## config.mk

```make
export PLATFORM = sky130hd
export DESIGN_NAME = pgrd_seq
export DESIGN_NICKNAME = d
export VERILOG_FILES = /design/src/rtl/pgrd_pkg.sv /design/src/rtl/pgrd_addr_map.sv /design/src/rtl/pgrd_pulse_timer.sv /design/src/rtl/pgrd_page_track.sv /design/src/rtl/pgrd_seq.sv
export SDC_FILE = /design/constraint.sdc
export NUM_CORES = 1
export LEC_CHECK = 0
export ABC_AREA = 1
export BUFFER_PORTS_ARGS = -buffer_cell sky130_fd_sc_hd__buf_2
export CORE_MARGIN = 2
export CORE_UTILIZATION = 51
export CTS_CLUSTER_SIZE = 20
export DETAILED_ROUTE_END_ITERATION = 6
export PLACE_DENSITY_LB_ADDON = 0.05
export SLEW_MARGIN = 20
export SYNTH_ARGS = -nofsm -noshare
export SYNTH_HDL_FRONTEND = slang
export SYNTH_SLANG_ARGS = --single-unit
```

## constraint.sdc

```tcl
create_clock -name clk -period 2.15 [get_ports clk]
set_clock_uncertainty 0.05 [all_clocks]
set_input_delay 0.1075 -clock clk [delete_from_list [all_inputs] [get_ports clk]]
set_output_delay 0.1075 -clock clk [all_outputs]
set_load 0.01 [all_outputs]
```

## src/rtl/pgrd_pkg.sv

```systemverilog
package pgrd_pkg;

    typedef enum logic [1:0] {
        ST_IDLE  = 2'd0,
        ST_PULSE = 2'd1,
        ST_GAP   = 2'd2
    } seq_state_e;

    localparam int unsigned PAGE_SIZES     = 4;
    localparam int unsigned MIN_PAGE_LOG2  = 2;

    // number of low address bits the device ignores for a width code
    function automatic logic [1:0] ignored_lsbs(input logic [1:0] dev_width);
        case (dev_width)
            2'd0:    ignored_lsbs = 2'd0;
            2'd1:    ignored_lsbs = 2'd1;
            default: ignored_lsbs = 2'd2;
        endcase
    endfunction

endpackage

```

## src/rtl/pgrd_addr_map.sv

```systemverilog
module pgrd_addr_map
    import pgrd_pkg::*;
#(
    parameter int unsigned ADDR_W = 26
) (
    input  logic [ADDR_W-1:0] addr_i,
    input  logic [1:0]        page_size_i,
    input  logic [1:0]        dev_width_i,
    output logic [ADDR_W-1:0] addr_o,
    output logic [ADDR_W-1:0] tag_o
);

    logic [ADDR_W-1:0] masked;
    logic [ADDR_W-1:0] cand [PAGE_SIZES];

    always_comb begin
        masked = addr_i;
        case (ignored_lsbs(dev_width_i))
            2'd1:    masked[0]   = 1'b0;
            2'd2:    masked[1:0] = 2'b00;
            default: masked      = addr_i;
        endcase
    end

    // one candidate page number per selectable page size
    for (genvar g = 0; g < PAGE_SIZES; g++) begin : g_tag
        assign cand[g] = masked >> (MIN_PAGE_LOG2 + g);
    end

    assign addr_o = masked;
    assign tag_o  = cand[page_size_i];

endmodule

```

## src/rtl/pgrd_pulse_timer.sv

```systemverilog
module pgrd_pulse_timer #(
    parameter int unsigned PULSE_W = 6
) (
    input  logic               clk,
    input  logic               rst_n,
    input  logic               load_i,
    input  logic [PULSE_W-1:0] len_i,
    output logic               busy_o,
    output logic               done_o
);

    logic [PULSE_W-1:0] cnt_d, cnt_q;

    always_comb begin
        cnt_d = cnt_q;
        if (load_i) begin
            cnt_d = (len_i == '0) ? PULSE_W'(1) : len_i;
        end else if (cnt_q != '0) begin
            cnt_d = cnt_q - PULSE_W'(1);
        end
    end

    always_ff @(posedge clk or negedge rst_n) begin
        if (!rst_n) cnt_q <= '0;
        else        cnt_q <= cnt_d;
    end

    assign busy_o = (cnt_q != '0);
    assign done_o = (cnt_q == PULSE_W'(1));

    AST_LOAD_GIVES_PULSE: assert property (@(posedge clk) disable iff (!rst_n)
        load_i |=> busy_o);

endmodule

```

## src/rtl/pgrd_page_track.sv

```systemverilog
module pgrd_page_track #(
    parameter int unsigned TAG_W = 26
) (
    input  logic             clk,
    input  logic             rst_n,
    input  logic             open_i,
    input  logic             close_i,
    input  logic [TAG_W-1:0] tag_i,
    output logic             hit_o
);

    typedef struct packed {
        logic             open;
        logic [TAG_W-1:0] tag;
    } trk_t;

    trk_t d, q;

    always_comb begin
        d = q;
        if (close_i) begin
            d.open = 1'b0;
        end else if (open_i) begin
            d.open = 1'b1;
            d.tag  = tag_i;
        end
    end

    always_ff @(posedge clk or negedge rst_n) begin
        if (!rst_n) q <= '0;
        else        q <= d;
    end

    assign hit_o = q.open && (q.tag == tag_i);

    AST_OPEN_CLOSE_EXCL: assert property (@(posedge clk) disable iff (!rst_n)
        !(open_i && close_i));

endmodule

```

## src/rtl/pgrd_seq.sv

```systemverilog
module pgrd_seq
    import pgrd_pkg::*;
#(
    parameter int unsigned ADDR_W  = 26,
    parameter int unsigned DATA_W  = 32,
    parameter int unsigned PULSE_W = 6
) (
    input  logic               clk,
    input  logic               rst_n,
    input  logic               req_valid,
    output logic               req_ready,
    input  logic [ADDR_W-1:0]  req_addr,
    input  logic               req_last,
    input  logic               cfg_page_en,
    input  logic [1:0]         cfg_page_size,
    input  logic [1:0]         cfg_dev_width,
    input  logic [PULSE_W-1:0] cfg_first_len,
    input  logic [PULSE_W-1:0] cfg_next_len,
    output logic [ADDR_W-1:0]  mem_addr,
    output logic               mem_cs_n,
    output logic               mem_rd_n,
    input  logic [DATA_W-1:0]  mem_data,
    output logic               rsp_valid,
    output logic [DATA_W-1:0]  rsp_data
);

    typedef struct packed {
        seq_state_e        state;
        logic              strobe;
        logic              last;
        logic [ADDR_W-1:0] addr;
        logic              rsp_valid;
        logic [DATA_W-1:0] rsp_data;
    } seq_t;

    seq_t d, q;

    logic [ADDR_W-1:0]  map_addr, map_tag;
    logic               trk_hit, trk_open, trk_close;
    logic               tmr_load, tmr_busy, tmr_done;
    logic [PULSE_W-1:0] tmr_len;
    logic               take_ok;

    pgrd_addr_map #(.ADDR_W(ADDR_W)) u_map (
        .addr_i      (req_addr),
        .page_size_i (cfg_page_size),
        .dev_width_i (cfg_dev_width),
        .addr_o      (map_addr),
        .tag_o       (map_tag)
    );

    pgrd_page_track #(.TAG_W(ADDR_W)) u_trk (
        .clk     (clk),
        .rst_n   (rst_n),
        .open_i  (trk_open),
        .close_i (trk_close),
        .tag_i   (map_tag),
        .hit_o   (trk_hit)
    );

    pgrd_pulse_timer #(.PULSE_W(PULSE_W)) u_tmr (
        .clk    (clk),
        .rst_n  (rst_n),
        .load_i (tmr_load),
        .len_i  (tmr_len),
        .busy_o (tmr_busy),
        .done_o (tmr_done)
    );

    always_comb begin
        d           = q;
        d.rsp_valid = 1'b0;
        take_ok     = 1'b0;
        tmr_load    = 1'b0;
        tmr_len     = cfg_first_len;
        trk_open    = 1'b0;
        trk_close   = 1'b0;

        case (q.state)
            ST_IDLE: begin
                take_ok = 1'b1;
            end
            ST_GAP: begin
                if (!cfg_page_en) begin
                    d.state   = ST_IDLE;
                    d.strobe  = 1'b0;
                    trk_close = 1'b1;
                end else begin
                    take_ok = 1'b1;
                end
            end
            ST_PULSE: begin
                if (tmr_done) begin
                    d.rsp_valid = 1'b1;
                    d.rsp_data  = mem_data;
                    if (q.last || !cfg_page_en) begin
                        d.state   = ST_IDLE;
                        d.strobe  = 1'b0;
                        trk_close = 1'b1;
                    end else begin
                        d.state = ST_GAP;
                    end
                end
            end
            default: begin
                d.state  = ST_IDLE;
                d.strobe = 1'b0;
            end
        endcase

        if (take_ok && req_valid) begin
            d.state  = ST_PULSE;
            d.strobe = 1'b1;
            d.addr   = map_addr;
            d.last   = req_last;
            tmr_load = 1'b1;
            tmr_len  = (cfg_page_en && trk_hit) ? cfg_next_len : cfg_first_len;
            trk_open = cfg_page_en;
        end
    end

    always_ff @(posedge clk or negedge rst_n) begin
        if (!rst_n) q <= '0;
        else        q <= d;
    end

    assign req_ready = take_ok;
    assign mem_addr  = q.addr;
    assign mem_cs_n  = ~q.strobe;
    assign mem_rd_n  = ~q.strobe;
    assign rsp_valid = q.rsp_valid;
    assign rsp_data  = q.rsp_data;

    AST_ACCEPT_LOWERS: assert property (@(posedge clk) disable iff (!rst_n)
        req_valid && req_ready |=> !mem_cs_n && !mem_rd_n);

    AST_ONE_CYCLE_VALID: assert property (@(posedge clk) disable iff (!rst_n)
        rsp_valid |=> !rsp_valid);

    AST_LAST_RELEASES: assert property (@(posedge clk) disable iff (!rst_n)
        rsp_valid && q.last |-> mem_cs_n && mem_rd_n);

    AST_PULSE_NOT_READY: assert property (@(posedge clk) disable iff (!rst_n)
        tmr_busy |-> !req_ready);

    AST_ADDR_HOLD: assert property (@(posedge clk) disable iff (!rst_n)
        tmr_busy && !tmr_load && $past(tmr_busy) |-> $stable(mem_addr));

endmodule

```

* After elaboration in Yosys (flattened, before gate mapping)
Index checks and enable logic that the tools add are counted.
Word-level totals: output and inout bits 62, register bits after elaboration 96, bits of input ports 79
Operators by class: reduce and logical (&&, ||, !) cells 16, mux-type cells 29, add/subtract/negate cells 1, eq/ne operators 11, $lt $le $gt $ge 1, bitwise operators 3
Operators by type and width (number):
- two-way mux 33 bit | 2
- binary-select mux 26 bit (select 2 bit) | 1
- two-way mux 26 bit | 2
- two-way mux 30 bit | 1
- two-way mux 6 bit | 5
- two-way mux 27 bit | 1
- == test 26 bit | 1
- two-way mux 1 bit | 10
- inequality test 3 bit (second input constant) | 3
- case mux 3 bit (3 select lines) | 1
- == test 2 x 1 -> 1 bit (second input constant) | 3
- == test 6 x 1 -> 1 bit (second input constant) | 1
- zero test 6 bit | 1
- two-way mux 3 bit | 2
- nonzero test 6 bit | 1
- subtractor 6 x 1 -> 6 bit (second input constant) | 1
- == test 2 bit (second input constant) | 2
- zero test 2 bit | 2
- case mux 1 bit (2 select lines) | 2
- case mux 2 bit (2 select lines) | 1
- AND reduction 2 bit | 2
- AND reduction 4 bit | 1
- nonzero test 2 bit | 2
- >= comparator 3 bit (second input constant) | 1
- 9 further kinds | 12

* Longest topological paths before layout
depth in word-level cells 12, gate-level depth with buffers 18, depth with buffers taken out 17

* Hierarchy
From an unflattened synthesis, not the netlist that was laid out.
Unflattened totals: cells, all modules 835, area, all modules 6069.6 um^2
Modules (own cells, without submodules):
- pgrd_seq | area an instance 3138.0 um^2, sequential area each 1576.5 um^2, times used 1, cells an instance 380
- pgrd_page_track | area an instance 1540.2 um^2, sequential area each 675.6 um^2, times used 1, cells an instance 215
- pgrd_addr_map | area an instance 933.4 um^2, sequential area each 0.0 um^2, times used 1, cells an instance 181
- pgrd_pulse_timer | area an instance 457.9 um^2, sequential area each 150.1 um^2, times used 1, cells an instance 59

* Least setup slack after synthesis
Ideal clock, no wire load.
path kind flip-flop to flip-flop, from register q[61] in the netlist's numbering, to register u_tmr.cnt_q[0], required time 1.983 ns, clock period less this slack 2.058 ns, arrival time 1.891 ns, path buffers 0, setup slack 0.092 ns, stages on the path, launching flop included 17, cell sequence dfrtp_1 inv_1 ha_1 nand2_1 nand2_1 nand2_1 nor2_1 nand3b_1 nor2_1 nand2_1 nor2_4 nand3_4 nand2_1 nand3_1 o21bai_1 nand2_1 nand2_1
Between the ends: word-level cells in the longest chain between the ends 7, elaborated cells on any way between the ends 10, those cells by class 1 x eq/ne; 5 x mux; 4 x reduce/logical
Ends and longest elaborated chain:
- start, declared | line pgrd_seq.sv:36 | seq_t d, q;
- start signal, assigned | line pgrd_seq.sv:123 | if (!rst_n) q <= '0;
- start signal, assigned | line pgrd_seq.sv:124 | else q <= d;
- == test 2 bit or zero test 2 bit (tied branches) | line pgrd_seq.sv:79 | case (q.state)
- case mux 1 bit (2 select lines) (*) | line pgrd_seq.sv:79
- named net req_ready | line pgrd_seq.sv:11 | output logic req_ready,
- logical AND 1 bit (*) | line pgrd_seq.sv:111 | if (take_ok && req_valid) begin
- two-way mux 6 bit | line pgrd_seq.sv:111
- zero test 6 bit | line pgrd_pulse_timer.sv:17 | cnt_d = (len_i == '0) ? PULSE_W'(1) : len_i;
- two-way mux 6 bit | line pgrd_pulse_timer.sv:17
- two-way mux 6 bit | line pgrd_pulse_timer.sv:16 | if (load_i) begin
- end signal, assigned | line pgrd_pulse_timer.sv:25 | else cnt_q <= cnt_d;
- end, declared | line pgrd_pulse_timer.sv:12 | logic [PULSE_W-1:0] cnt_d, cnt_q;
The timed path passes the listed nets; every way through them passes the cells marked *. A chain may end at the register's enable or synchronous reset.

* Final worst setup path
from register q[61] in the netlist's numbering, to register u_tmr.cnt_q[0]
Between the ends: word-level cells in the longest chain between the ends 7, elaborated cells on any way between the ends 10, those cells by class 1 x eq/ne; 5 x mux; 4 x reduce/logical
Ends and longest elaborated chain (line):
- == test 2 bit or zero test 2 bit (tied branches) | pgrd_seq.sv:79
- case mux 1 bit (2 select lines) (*) | pgrd_seq.sv:79
- logical AND 1 bit (*) | pgrd_seq.sv:111
- two-way mux 6 bit | pgrd_seq.sv:111
- zero test 6 bit | pgrd_pulse_timer.sv:17
- two-way mux 6 bit | pgrd_pulse_timer.sv:17
- two-way mux 6 bit | pgrd_pulse_timer.sv:16
Every way passes the cells marked *; elsewhere a longest branch is shown, timed or not.

==> impl_metrics.json <==
{
  "status": "completed",
  "die-area_sq_um": 11350,
  "dr.pass1.iters": 5,
  "maxSlewViolCount": 0,
  "start_util_pct": 52.15,
  "clkPwrFrac_pct": 18.9,
  "wirelength_um": 13560,
  "maxCapViolations": 0,
  "drt-initial-drc-count": 350,
  "cts.clk_slew.worst_paths_ns": 0.09,
  "yosysWarnings": 0,
  "syn_inst": 729,
  "clk_latency_ns": 0.37,
  "grt_max_degree": 48,
  "worst_pin_slew_ns": 0.6317,
  "synth-async-reset-ratio_pct": 100.0,
  "pin_count": 141,
  "avgRoutedWirePerCell_um": 13.30,
  "power_mw": 6.967,
  "timing.fmax_mhz": 475.3,
  "cts_root_buf": "clkbuf_8",
  "hpwl_um": 9213,
  "synth-compound-area-share_pct": 4.388,
  "drive_above_1_share_pct": 23.19,
  "cts.path.max_buffers": 2,
  "fin_nets": 963,
  "p_comb_share_pct": 40.1,
  "dp.cells": 936,
  "cts_made_buffers": 9,
  "grt_first_pass_wirelength_um": 22640,
  "worstSetupPathType": "reg2reg",
  "die-width_um": 106.5,
  "wl_met2_um": 6395,
  "ys_types": 32,
  "min_path_type": "in2reg",
  "fillers": 924,
  "antenna_found_initial": 0,
  "synth_common_cells": "nand2_1 (355), dfrtp_1 (94), buf_4 (61)",
  "max_slew_margin_pct": 57.89,
  "diodes": 0,
  "synthesis.nets": 813,
  "power_density_nw_per_um2": 1037,
  "syn2layout_area_growth_pct": 25.40,
  "seq_power_share_pct": 41.0,
  "synthXorXnorAreaFrac_pct": 0.1634,
  "min_period_ns": 2.104,
  "grt_overflow": 0,
  "synth_area_leaders": "dfrtp_1 (44%), nand2_1 (25%), buf_4 (8.5%)",
  "leakage_nw": 3.561,
  "grt_pass1_vias": 4824,
  "synth_fa_ha_area_share_pct": 1.167,
  "postRouteAntennaNets": 0,
  "floorplan.rows": 37,
  "yosysMostFrequentCell": "nand2_1",
  "cts.sinks": 94,
  "hold_violations": 0,
  "irDropWorstVdd_mv": 0.4464,
  "io_buffers": 140,
  "syn_area_sq_um": 5360,
  "synth_mux_area_share_pct": 0,
  "coreArea_sq_um": 10280,
  "viasPerCell": 4.919,
  "cp-end-kind": "flop",
  "p_int_mw": 4.323,
  "htree_levels": 3,
  "cp.required_ns": 2.41,
  "synth_edf_count": 0,
  "drcViolationCount": 0,
  "ys_ff_latch": 94,
  "switchingPower_mw": 2.644,
  "fin_crit_sh_pct": 97.86,
  "place_congestion": 0.8987,
  "synth_top_area_cell": "dfrtp_1",
  "synth_top_family_by_area": "simple AND/OR/NAND/NOR gates",
  "stdcell_count": 1020,
  "wl_met3_um": 752,
  "num_vias": 5017,
  "dr.max_layer_used": "met4",
  "swShare_pct": 37.95,
  "dieHeight_um": 106.5,
  "setup_viol": 0,
  "synth_top_area_share_pct": 43.88,
  "cts_tree": "yes",
  "syn_avg_cell_area_sq_um": 7.353,
  "startpoint_type": "flop",
  "synth_ff_type": "dfrtp_1",
  "rsz0062_at_grt": "true",
  "track_usage_pct": 24.95,
  "synth_simple_gate_area_share_pct": 36.37,
  "met1_length_um": 6129,
  "ys_seq_area_share_pct": 43.88,
  "crit_arrival_ns": 2.36,
  "crit_fanout": 8
}
==> worst max-delay path: stages (launching register included) <==
cell and delay (ns):
dfrtp_1 0.39, inv_2 0.10, ha_4 0.14, nand2_2 0.05, nand2_2 0.08, nand2_4 0.07, nor2_4 0.10, nand3b_1 0.09
nor2_1 0.09, nand2_1 0.09, nor2_4 0.14, nand3_4 0.13, o21ai_2 0.17, nand2_1 0.07, o21bai_1 0.15, nand2_1 0.06
nand2_1 0.05
==> stage by stage <==
stage	util (%)	worst slack [ns]	TNS, ns	area, sq um	hold slack [ns]
floorplan	-	0.09165	0	5360	-0.2381
global placement	56.10	0.03323	0	5766	0.1072
detailed placement	56.10	-0.03205	-0.03205	5766	0.1208
CTS	64.84	0.02207	0	6664	0.001895
global route	65.40	-0.1161	-0.2702	6721	0.04249
finish	65.40	0.04604	0	6721	0.01824
==> layer usage <==
metal	GRT usage, %	vias up
li1	-	2528
met1	33.52	2299
met2	40.93	171
met3	3.679	19
met4	9.647	0
met5	0	-
==> registers in the layout, indices dropped and copies added (netlist names) <==
signal and cells:
rsp_valid 1, q 4, u_tmr.cnt_q 6, u_trk.q 25
mem_addr 26, rsp_data 32
==> cells in the final DEF (no fill, tap or decap), types with 2 or more instances in the layout <==
cell type,n
o21ai_0,29
bufinv_16,2
nand3_1,56
nand4_1,5
nor2_4,4
buf_4,21
buf_2,139
nand2_2,7
nor2_1,20
ha_4,2
nand3b_1,19
a21oi_1,4
dlygate4sd3_1,61
buf_6,3
dfrtp_1,94
clkbuf_8,9
inv_2,4
o21ai_2,2
a22o_1,2
nand2_1,348
a31oi_1,2
inv_8,2
ha_1,3
inv_1,29
==> kinds of logic (layout without fill, tap and decap cells) <==
kind of cell / count (synthesis) / after routing
AO/OA/AOI/OAI: 42 / 42
AND/OR/NAND/NOR: 466 / 466
buffers and inverters: 121 / 276
flip-flops: 94 / 94
adder cells (fa/ha/maj): 5 / 5
XOR/XNOR: 1 / 1
==> path summary, 6_finish.rpt <==
path	slack (ns)	start	to	depth (start not counted)
min	0.02	req_addr[10]	mem_addr[10]	3
min reg2reg	0.42	rsp_data[15]	rsp_data[15]	2
max reg2reg	0.05	q[61]	u_tmr.cnt_q[0]	16
min in group asynchronous	0.24	rst_n	rsp_data[12]	2
max in group asynchronous	1.11	rst_n	u_trk.q[20]	3
max	0.05	q[61]	u_tmr.cnt_q[0]	16
==> area by class of cell <==
class / instances / area [sq um] / area share (%)
well taps: 136 / 170.2 / 2.532
flip-flops and latches: 94 / 2352 / 35.00
repair buffers: 225 / 1518 / 22.58
multi-input cells: 514 / 2318 / 34.49
clock buffers: 10 / 127.6 / 1.899
clock inverters: 6 / 93.84 / 1.396
inverters: 35 / 141.4 / 2.104
==> power by group through the flow <==
stage / logic, mW / registers (mW) / clock network [mW]
after floorplan: 2.19 / 2.78 / 0
after CTS: 2.72 / 2.85 / 1.36
final: 2.80 / 2.86 / 1.31
after global placement: 2.51 / 2.85 / 0
after detailed placement: 2.55 / 2.87 / 0
after global routing: 3.19 / 2.95 / 1.43
==> repair_timing <==
| item | in CTS | in global routing |
|---|---|---|
| resized for setup | 9 | 12 |
| buffers inserted | 5 | 2 |
| pin swaps | 8 | 10 |
| setup endpoints to repair | 1 | 24 |
| endpoints found under the hold margin | 103 | 0 |
| hold buffers | 61 | 0 |
(Power assumes the default switching activity.)
